<file path="config.mk">
export PLATFORM = sky130hd
export DESIGN_NAME = uart_regbank
export DESIGN_NICKNAME = d
export VERILOG_FILES = /design/src/rtl/uart_regbank_pkg.sv /design/src/rtl/uart_regbank_decode.sv /design/src/rtl/uart_regbank_status.sv /design/src/rtl/uart_regbank_irq.sv /design/src/rtl/uart_regbank.sv
export SDC_FILE = /design/constraint.sdc
export NUM_CORES = 1
export LEC_CHECK = 0
export BUFFER_PORTS_ARGS = -buffer_cell sky130_fd_sc_hd__buf_2
export CORE_MARGIN = 2
export CORE_UTILIZATION = 60
export DETAILED_ROUTE_END_ITERATION = 12
export PLACE_DENSITY = 0.87
export SYNTH_ARGS = -nofsm -noshare
export SYNTH_HDL_FRONTEND = slang
export SYNTH_SLANG_ARGS = --single-unit
</file>
<file path="constraint.sdc">
create_clock -name clk_i -period 10.8 [get_ports clk_i]
set_clock_uncertainty 0.15 [all_clocks]
set_input_delay 2.7 -clock clk_i [delete_from_list [all_inputs] [get_ports clk_i]]
set_output_delay 2.7 -clock clk_i [all_outputs]
set_load 0.05 [all_outputs]
</file>
<file path="src/rtl/uart_regbank_pkg.sv">
package uart_regbank_pkg;

  localparam int IDX_W = 6;
  localparam int REG_W = 16;

  typedef enum logic [3:0] {
    SL_RXD, SL_TXD, SL_CTL1, SL_CTL2, SL_CTL3, SL_CTL4, SL_FCR,
    SL_ST1, SL_ST2, SL_INC, SL_MOD, SL_CNT, SL_MS, SL_TST
  } slot_e;
  localparam int N_SLOT = 14;

  // word index of each slot; order follows slot_e
  function automatic logic [IDX_W-1:0] slot_index(input int s);
    logic [IDX_W-1:0] r;
    case (s)
      0:  r = 6'h00;
      1:  r = 6'h10;
      2:  r = 6'h20;
      3:  r = 6'h21;
      4:  r = 6'h22;
      5:  r = 6'h23;
      6:  r = 6'h24;
      7:  r = 6'h25;
      8:  r = 6'h26;
      9:  r = 6'h29;
      10: r = 6'h2A;
      11: r = 6'h2B;
      12: r = 6'h2C;
      default: r = 6'h2D;
    endcase
    return r;
  endfunction

  // status 1 bits (ready bits line up with control 1 enables)
  localparam int S1_RTSS = 14;
  localparam int S1_TRDY = 13;
  localparam int S1_RRDY = 9;
  localparam int S1_AGE  = 8;
  localparam int S1_RXDS = 6;
  // control 1 / control 2
  localparam int C1_TXMPTY = 6;
  localparam int C2_SRST   = 0;
  localparam int C2_TXEN   = 2;
  localparam int C2_AGEEN  = 3;
  // status 2 bits (low group lines up with control 4 enables)
  localparam int S2_TXFE  = 14;
  localparam int S2_WAKE  = 7;
  localparam int S2_DCDIN = 5;
  localparam int S2_TXDC  = 3;
  localparam int S2_BRCD  = 2;
  localparam int S2_ORE   = 1;
  localparam int S2_RDR   = 0;
  // test word
  localparam int T_TXE = 6;
  localparam int T_RXE = 5;

  localparam logic [REG_W-1:0] ST1_RST  = REG_W'((1 << S1_TRDY) | (1 << S1_RXDS) | (1 << S1_RTSS));
  localparam logic [REG_W-1:0] ST2_RST  = REG_W'((1 << S2_TXFE) | (1 << S2_TXDC) | (1 << S2_DCDIN));
  localparam logic [REG_W-1:0] TST_RST  = REG_W'((1 << T_RXE) | (1 << T_TXE));
  localparam logic [REG_W-1:0] CTL2_RST = REG_W'(1 << C2_SRST);
  localparam logic [REG_W-1:0] CTL3_RST = 16'h0700;
  localparam logic [REG_W-1:0] CNT_RST  = 16'h0004;

  localparam logic [REG_W-1:0] ST1_W1C  = REG_W'(1 << S1_AGE);
  localparam logic [REG_W-1:0] ST2_W1C  = REG_W'((1 << S2_WAKE) | (1 << S2_BRCD) | (1 << S2_ORE));
  localparam logic [REG_W-1:0] S1_IRQ_M = REG_W'((1 << S1_TRDY) | (1 << S1_RRDY));
  localparam logic [REG_W-1:0] C4_IRQ_M = REG_W'((1 << S2_WAKE) | (1 << S2_TXDC) | (1 << S2_ORE) | (1 << S2_RDR));

endpackage

</file>
<file path="src/rtl/uart_regbank_decode.sv">
module uart_regbank_decode
  import uart_regbank_pkg::*;
(
  input  logic [IDX_W-1:0]  idx_i,
  output logic [N_SLOT-1:0] hit_o
);
  for (genvar g = 0; g < N_SLOT; g++) begin : g_slot
    assign hit_o[g] = (idx_i == slot_index(g));
  end
endmodule

</file>
<file path="src/rtl/uart_regbank_status.sv">
module uart_regbank_status
  import uart_regbank_pkg::*;
(
  input  logic             clk_i,
  input  logic             rst_n,
  input  logic             soft_rst_i,
  input  logic             tx_go_i,
  input  logic             tx_done_i,
  input  logic             rx_char_i,
  input  logic             rx_brk_i,
  input  logic             rx_drained_i,
  input  logic             rx_thresh_i,
  input  logic             age_evt_i,
  input  logic             ovr_evt_i,
  input  logic [REG_W-1:0] st1_clr_i,
  input  logic [REG_W-1:0] st2_clr_i,
  output logic [REG_W-1:0] st1_o,
  output logic [REG_W-1:0] st2_o,
  output logic [REG_W-1:0] tst_o
);
  logic [REG_W-1:0] st1_q, st2_q, tst_q;
  logic [REG_W-1:0] st1_d, st2_d, tst_d;
  logic             upd_en;

  always_comb begin
    st1_d = st1_q & ~(st1_clr_i & ST1_W1C);
    st2_d = st2_q & ~(st2_clr_i & ST2_W1C);
    tst_d = tst_q;
    st1_d[S1_RRDY] = rx_thresh_i;
    if (age_evt_i) st1_d[S1_AGE] = 1'b1;
    if (tx_done_i) begin
      st1_d[S1_TRDY] = 1'b1;
      st2_d[S2_TXDC] = 1'b1;
    end
    if (tx_go_i) begin
      st1_d[S1_TRDY] = 1'b0;
      st2_d[S2_TXDC] = 1'b0;
    end
    if (ovr_evt_i) st2_d[S2_ORE] = 1'b1;
    if (rx_drained_i) begin
      st2_d[S2_RDR] = 1'b0;
      tst_d[T_RXE]  = 1'b1;
    end
    if (rx_char_i) begin
      st2_d[S2_WAKE] = 1'b1;
      st2_d[S2_RDR]  = 1'b1;
      tst_d[T_RXE]   = 1'b0;
      if (rx_brk_i) st2_d[S2_BRCD] = 1'b1;
    end
    if (soft_rst_i) begin
      st1_d = ST1_RST;
      st2_d = ST2_RST;
      tst_d = TST_RST;
    end
  end

  assign upd_en = soft_rst_i | tx_go_i | tx_done_i | rx_char_i | rx_drained_i |
                  age_evt_i | ovr_evt_i | (|st1_clr_i) | (|st2_clr_i) |
                  (rx_thresh_i != st1_q[S1_RRDY]);

  always_ff @(posedge clk_i or negedge rst_n) begin
    if (!rst_n) begin
      st1_q <= ST1_RST;
      st2_q <= ST2_RST;
      tst_q <= TST_RST;
    end else if (upd_en) begin
      st1_q <= st1_d;
      st2_q <= st2_d;
      tst_q <= tst_d;
    end
  end

  assign st1_o = st1_q;
  assign st2_o = st2_q;
  assign tst_o = tst_q;
endmodule

</file>
<file path="src/rtl/uart_regbank_irq.sv">
module uart_regbank_irq
  import uart_regbank_pkg::*;
(
  input  logic [REG_W-1:0] st1_i,
  input  logic [REG_W-1:0] st2_i,
  input  logic [REG_W-1:0] ctl1_i,
  input  logic [REG_W-1:0] ctl2_i,
  input  logic [REG_W-1:0] ctl4_i,
  output logic             irq_o
);
  logic [REG_W-1:0] st2_mask;
  logic             src_rdy, src_age, src_st2;

  always_comb begin
    st2_mask = ctl4_i & C4_IRQ_M;
    if (ctl1_i[C1_TXMPTY]) st2_mask[S2_TXFE] = 1'b1;
  end

  assign src_rdy = |(st1_i & ctl1_i & S1_IRQ_M);
  assign src_age = ctl2_i[C2_AGEEN] & st1_i[S1_AGE];
  assign src_st2 = |(st2_i & st2_mask);
  assign irq_o   = src_rdy | src_age | src_st2;
endmodule

</file>
<file path="src/rtl/uart_regbank.sv">
module uart_regbank
  import uart_regbank_pkg::*;
#(
  parameter int DATA_W = 32,
  parameter int RX_W   = 16,
  parameter int CHAR_W = 8
) (
  input  logic              clk_i,
  input  logic              rst_n_i,
  input  logic              req_valid_i,
  input  logic              req_write_i,
  input  logic [IDX_W-1:0]  req_index_i,
  input  logic [DATA_W-1:0] req_wdata_i,
  output logic [DATA_W-1:0] rdata_o,
  input  logic [RX_W-1:0]   rx_data_i,
  output logic              rx_pop_o,
  input  logic              rx_char_i,
  input  logic              rx_brk_i,
  input  logic              rx_drained_i,
  input  logic              rx_thresh_i,
  input  logic              age_evt_i,
  input  logic              ovr_evt_i,
  input  logic              tx_done_i,
  output logic              tx_strobe_o,
  output logic [CHAR_W-1:0] tx_char_o,
  output logic              irq_o
);
  localparam int HI_W = DATA_W - REG_W;

  // reset: asserted asynchronously, released through two flops
  logic [1:0] rst_sync_q;
  logic       rst_n;
  always_ff @(posedge clk_i or negedge rst_n_i) begin
    if (!rst_n_i) rst_sync_q <= 2'b00;
    else          rst_sync_q <= {rst_sync_q[0], 1'b1};
  end
  assign rst_n = rst_sync_q[1];

  logic [N_SLOT-1:0] hit;
  uart_regbank_decode u_decode (.idx_i(req_index_i), .hit_o(hit));

  logic             wr, rd, soft_rst, tx_go, rd_pop;
  logic [REG_W-1:0] wlow;
  logic             unused_hi;
  assign wr        = req_valid_i & req_write_i;
  assign rd        = req_valid_i & ~req_write_i;
  assign wlow      = req_wdata_i[REG_W-1:0];
  assign unused_hi = ^req_wdata_i[DATA_W-1:DATA_W-HI_W];
  assign soft_rst  = wr & hit[SL_CTL2] & ~wlow[C2_SRST];

  // control words
  logic [REG_W-1:0] ctl1_q, ctl2_q, ctl3_q, ctl4_q, fcr_q, mod_q, cnt_q, ms_q;
  logic [REG_W-1:0] ctl1_d, ctl2_d, ctl3_d, ctl4_d, fcr_d, mod_d, cnt_d, ms_d;
  logic             ctl_en;

  assign tx_go  = wr & hit[SL_TXD] & ctl2_q[C2_TXEN];
  assign rd_pop = rd & hit[SL_RXD];
  assign ctl_en = wr;

  always_comb begin
    ctl1_d = ctl1_q; ctl2_d = ctl2_q; ctl3_d = ctl3_q; ctl4_d = ctl4_q;
    fcr_d  = fcr_q;  mod_d  = mod_q;  cnt_d  = cnt_q;  ms_d   = ms_q;
    if (soft_rst) begin
      ctl1_d = '0;
      ctl3_d = CTL3_RST;
      mod_d  = '0;
      cnt_d  = CNT_RST;
    end
    if (wr) begin
      if (hit[SL_CTL1]) ctl1_d = wlow;
      if (hit[SL_CTL2]) ctl2_d = wlow | CTL2_RST;
      if (hit[SL_CTL3]) ctl3_d = wlow;
      if (hit[SL_CTL4]) ctl4_d = wlow;
      if (hit[SL_FCR])  fcr_d  = wlow;
      if (hit[SL_INC])  cnt_d  = wlow;
      if (hit[SL_MOD])  mod_d  = wlow;
      if (hit[SL_MS])   ms_d   = wlow;
    end
  end

  always_ff @(posedge clk_i or negedge rst_n) begin
    if (!rst_n) begin
      ctl1_q <= '0;
      ctl2_q <= CTL2_RST;
      ctl3_q <= CTL3_RST;
      ctl4_q <= '0;
      fcr_q  <= '0;
      mod_q  <= '0;
      cnt_q  <= CNT_RST;
      ms_q   <= '0;
    end else if (ctl_en) begin
      ctl1_q <= ctl1_d;
      ctl2_q <= ctl2_d;
      ctl3_q <= ctl3_d;
      ctl4_q <= ctl4_d;
      fcr_q  <= fcr_d;
      mod_q  <= mod_d;
      cnt_q  <= cnt_d;
      ms_q   <= ms_d;
    end
  end

  // status words
  logic [REG_W-1:0] st1_q, st2_q, tst_q, st1_clr, st2_clr;
  assign st1_clr = (wr & hit[SL_ST1]) ? wlow : '0;
  assign st2_clr = (wr & hit[SL_ST2]) ? wlow : '0;

  uart_regbank_status u_status (
    .clk_i       (clk_i),
    .rst_n       (rst_n),
    .soft_rst_i  (soft_rst),
    .tx_go_i     (tx_go),
    .tx_done_i   (tx_done_i),
    .rx_char_i   (rx_char_i),
    .rx_brk_i    (rx_brk_i),
    .rx_drained_i(rx_drained_i),
    .rx_thresh_i (rx_thresh_i),
    .age_evt_i   (age_evt_i),
    .ovr_evt_i   (ovr_evt_i),
    .st1_clr_i   (st1_clr),
    .st2_clr_i   (st2_clr),
    .st1_o       (st1_q),
    .st2_o       (st2_q),
    .tst_o       (tst_q)
  );

  uart_regbank_irq u_irq (
    .st1_i (st1_q),
    .st2_i (st2_q),
    .ctl1_i(ctl1_q),
    .ctl2_i(ctl2_q),
    .ctl4_i(ctl4_q),
    .irq_o (irq_o)
  );

  // read path
  logic [DATA_W-1:0] rdata_d, rdata_q;
  always_comb begin
    rdata_d = '0;
    if (hit[SL_RXD])  rdata_d = DATA_W'(rx_data_i);
    if (hit[SL_CTL1]) rdata_d = DATA_W'(ctl1_q);
    if (hit[SL_CTL2]) rdata_d = DATA_W'(ctl2_q);
    if (hit[SL_CTL3]) rdata_d = DATA_W'(ctl3_q);
    if (hit[SL_CTL4]) rdata_d = DATA_W'(ctl4_q);
    if (hit[SL_FCR])  rdata_d = DATA_W'(fcr_q);
    if (hit[SL_ST1])  rdata_d = DATA_W'(st1_q);
    if (hit[SL_ST2])  rdata_d = DATA_W'(st2_q);
    if (hit[SL_MOD])  rdata_d = DATA_W'(mod_q);
    if (hit[SL_CNT])  rdata_d = DATA_W'(cnt_q);
    if (hit[SL_MS])   rdata_d = DATA_W'(ms_q);
    if (hit[SL_TST])  rdata_d = DATA_W'(tst_q);
  end

  always_ff @(posedge clk_i or negedge rst_n) begin
    if (!rst_n) rdata_q <= '0;
    else if (rd) rdata_q <= rdata_d;
  end

  // strobes to the neighbours
  logic              tx_strobe_q, rx_pop_q;
  logic [CHAR_W-1:0] tx_char_q;
  always_ff @(posedge clk_i or negedge rst_n) begin
    if (!rst_n) begin
      tx_strobe_q <= 1'b0;
      rx_pop_q    <= 1'b0;
    end else begin
      tx_strobe_q <= tx_go;
      rx_pop_q    <= rd_pop;
    end
  end

  always_ff @(posedge clk_i or negedge rst_n) begin
    if (!rst_n)     tx_char_q <= '0;
    else if (tx_go) tx_char_q <= req_wdata_i[CHAR_W-1:0];
  end

  assign rdata_o     = rdata_q;
  assign tx_strobe_o = tx_strobe_q;
  assign tx_char_o   = tx_char_q;
  assign rx_pop_o    = rx_pop_q;
endmodule

</file>
==> reports/qor.txt <==
vias in the first global route: 6502
Placer Congestion: 0.926
Post-Synthesis Mean Instance Area: 10.5 µm²
DR WL/cell: 22.9 µm
reg2reg setup slack: 8.92 ns
vias per std cell: 6.75
TritonCTS clock tree: built
sequential area share after synthesis: 51.5%
Remaining DRCs: 0
simple-gate share of the synthesized area: 13.8%
Post CTS Setup Buffer Count: 0
fraction of layout cells with a size suffix above 1: 27.3%
Highest Clock Rate: 189 MHz
Syn Inst Count: 765
dpl hpwl: 14800 µm
port bufs: 75
htree depth: 4
Die X-Extent: 120 µm
via count: 6756
CTS Buffer Depth: 2
final setup vio count: 0
path type of the worst setup path: primary input to flip-flop
mux cell area share after synthesis: 10.0%
number of flops mapped to enable cells by yosys: 0
Max VDD drop: 110 µV
critical path arrival: 5.42 ns
status: completed
worst r2r src: ctl4_q[0]$_DFFE_PN0P_
final instance area: 9010 µm²
Fin. Hold Viols: 0
Starting Density: 61.2%
clk_lat worst skew: 0.44 ns
Die Area: 14300 µm²
yosys warns: 0
overall routing resource usage: 33.5%
Slew Limit Fails: 0
Final TNS setup: 0 ns
Worst-Margin Slew: 1.14 ns
DR pass1 iterations: 6
post-synthesis register bit count: 165
number of cell rows: 42
gr ovfl total: 0
CTS sink count: 165
Req. time, crit path: 10.93 ns
first-pass GRT wire length: 36200 µm
Area Growth Syn to Fin: 12.1%
final wirelength: 23000 µm
DP Area: 8350 µm²
initial DRC count: 930
Clk Tree Root Cell: clkbuf_16
Setup crit start kind: primary input
Critical Path End Type: flip-flop
Max-Cap Viols: 0
initial antenna violation count: 0
count of hold-fix buffers inserted at cts: 0
XOR/XNOR share of the synthesized area: 0.109%
RSZ-0062 raised after global routing: false
area of the core: 13100 µm²
crit path time final: 5.29 ns
post_cts resized: 0
Worst Reg2Reg Path Length in Cells: 4
Final nets: 877
mapped cell area: 8040 µm²
Synth Area in Compound Gates: 18.9%
Max transition margin: 23.6%
Antenna Cells: 0
Max Fanout on Critical Path: 32
Synth Area in Adders: 0%
CTS buffer count: 17
Die H: 120 µm
final antenna-violating net count: 0
pwr dens: 170 nW/µm²
Clk pin slew, worst setup/hold paths: 0.06 ns
commonest non-fill, non-tap cell in the layout: dfrtp_1
ratio of final minimum period to clock period: 48.9%
Hold WC Path Type: flip-flop to async pin
Ports: 108
largest net degree at the start of global routing: 78
Synth cell types: 72
largest family of logic cells by synthesized area: compound AO/OA/AOI/OAI gates
Synth Flop Type: dfrtp_1
Async SR Flop Fraction: 100%
commonest non-fill, non-tap cells in the layout: 156 x dfrtp_1, 110 x nand2_1, 75 x buf_2
leakage: 4.12 nW
reg2reg end: rdata_o[0]$_DFFE_PN0P_
-- cells in the mapped netlist (5+ instances only) --
cell / count / area, µm²
nor2_1: 39 / 146
o221ai_1: 6 / 52.6
a21oi_1: 24 / 120
o211ai_1: 5 / 37.5
mux2_2: 68 / 766
inv_1: 12 / 45.0
dfstp_2: 8 / 210
buf_4: 23 / 173
a221o_1: 9 / 90.1
and3_1: 11 / 68.8
clkbuf_1: 18 / 67.6
nand2_1: 110 / 413
o2bb2ai_1: 5 / 43.8
buf_2: 22 / 110
nor2b_1: 5 / 31.3
nand2b_1: 5 / 31.3
nand3_1: 5 / 25.0
a22o_1: 15 / 131
nor3_1: 10 / 50.1
a22oi_1: 17 / 128
o21ai_2: 8 / 70.1
a221oi_1: 17 / 149
o21ai_1: 10 / 50.1
o22ai_1: 10 / 62.6
dfrtp_1: 157 / 3930
o21ai_0: 58 / 290
-- worst max-delay path by stage --
stage,from,to,cells past startpoint
floorplan,rst_sync_q[1]$_DFF_PN0_,cnt_q[0]$_DFFE_PN0P_,0
finish,req_index_i[0],rdata_o[0]$_DFFE_PN0P_,6
global route,req_index_i[0],rdata_o[0]$_DFFE_PN0P_,6
global placement,req_index_i[0],rdata_o[0]$_DFFE_PN0P_,6
CTS,req_index_i[0],rdata_o[0]$_DFFE_PN0P_,6
detailed placement,req_index_i[0],rdata_o[0]$_DFFE_PN0P_,6
-- flip-flops by register name (all words and copies together) (netlist names) --
| signal | count |
|---|---|
| ctl2_q | 15 |
| ctl1_q | 16 |
| tx_char_o | 8 |
| rdata_o | 16 |
| ctl3_q | 16 |
| rx_pop_o | 1 |
| u_status.st1_o | 4 |
| ctl4_q | 16 |
| ms_q | 16 |
| cnt_q | 16 |
| u_status.st2_o | 5 |
| fcr_q | 16 |
| rst_sync_q | 2 |
| tx_strobe_o | 1 |
| u_status.tst_o | 1 |
| mod_q | 16 |
-- metrics by stage --
stage               utilization (%)  hold WS [ns]  setup slack [ns]  power (mW)  cells
detailed placement             63.6        0.0424              5.17       0.865    969
global route                   68.6        0.0607              5.42        1.57   1001
CTS                            68.6        0.0480              5.61        1.53   1001
floorplan                         -         0.181              5.73       0.817    780
finish                         68.6        0.0413              5.51        1.53   1001
global placement               63.6        0.0442              5.25       0.859    969
-- final cells by class --
class / instances / area (µm²)
Clock buffer: 19 / 453
Clock inverter: 13 / 204
Fill cell: 957 / 4130
Inverter: 12 / 45.0
Multi-Input combinational cell: 533 / 3510
Sequential cell: 165 / 4140
Tap cell: 176 / 220
Timing Repair Buffer: 83 / 435
-- kinds of logic (layout without fill, tap and decap cells) --
logic type / after synthesis / count (layout)
XOR/XNOR: 1 / 1
multiplexers: 72 / 72
AO/OA/AOI/OAI: 219 / 219
AND/OR/NAND/NOR: 224 / 224
other: 2 / 17
flip-flops: 165 / 165
buffers and inverters: 82 / 127
-- power by group --
group	switching, mW	internal (mW)
clock	0.251	0.421
combinational	0.119	0.0530
sequential	0.0269	0.661
total	0.397	1.14
-- worst max-delay path, stage by stage --
cell       delay (ns)
buf_2            0.60
and2b_1          0.35
and2_1           0.51
a221o_1          0.48
a2111oi_0        0.59
o21ai_0          0.20
-- layer usage --
layer | vias up | wire length [µm] | track usage, %
li1 | 2838 | - | -
met1 | 3293 | 8560 | 45.4
met2 | 520 | 10400 | 49.3
met3 | 105 | 2860 | 9.08
met4 | 0 | 1140 | 18.6
met5 | - | 0 | 0
(Power assumes the default switching activity.)
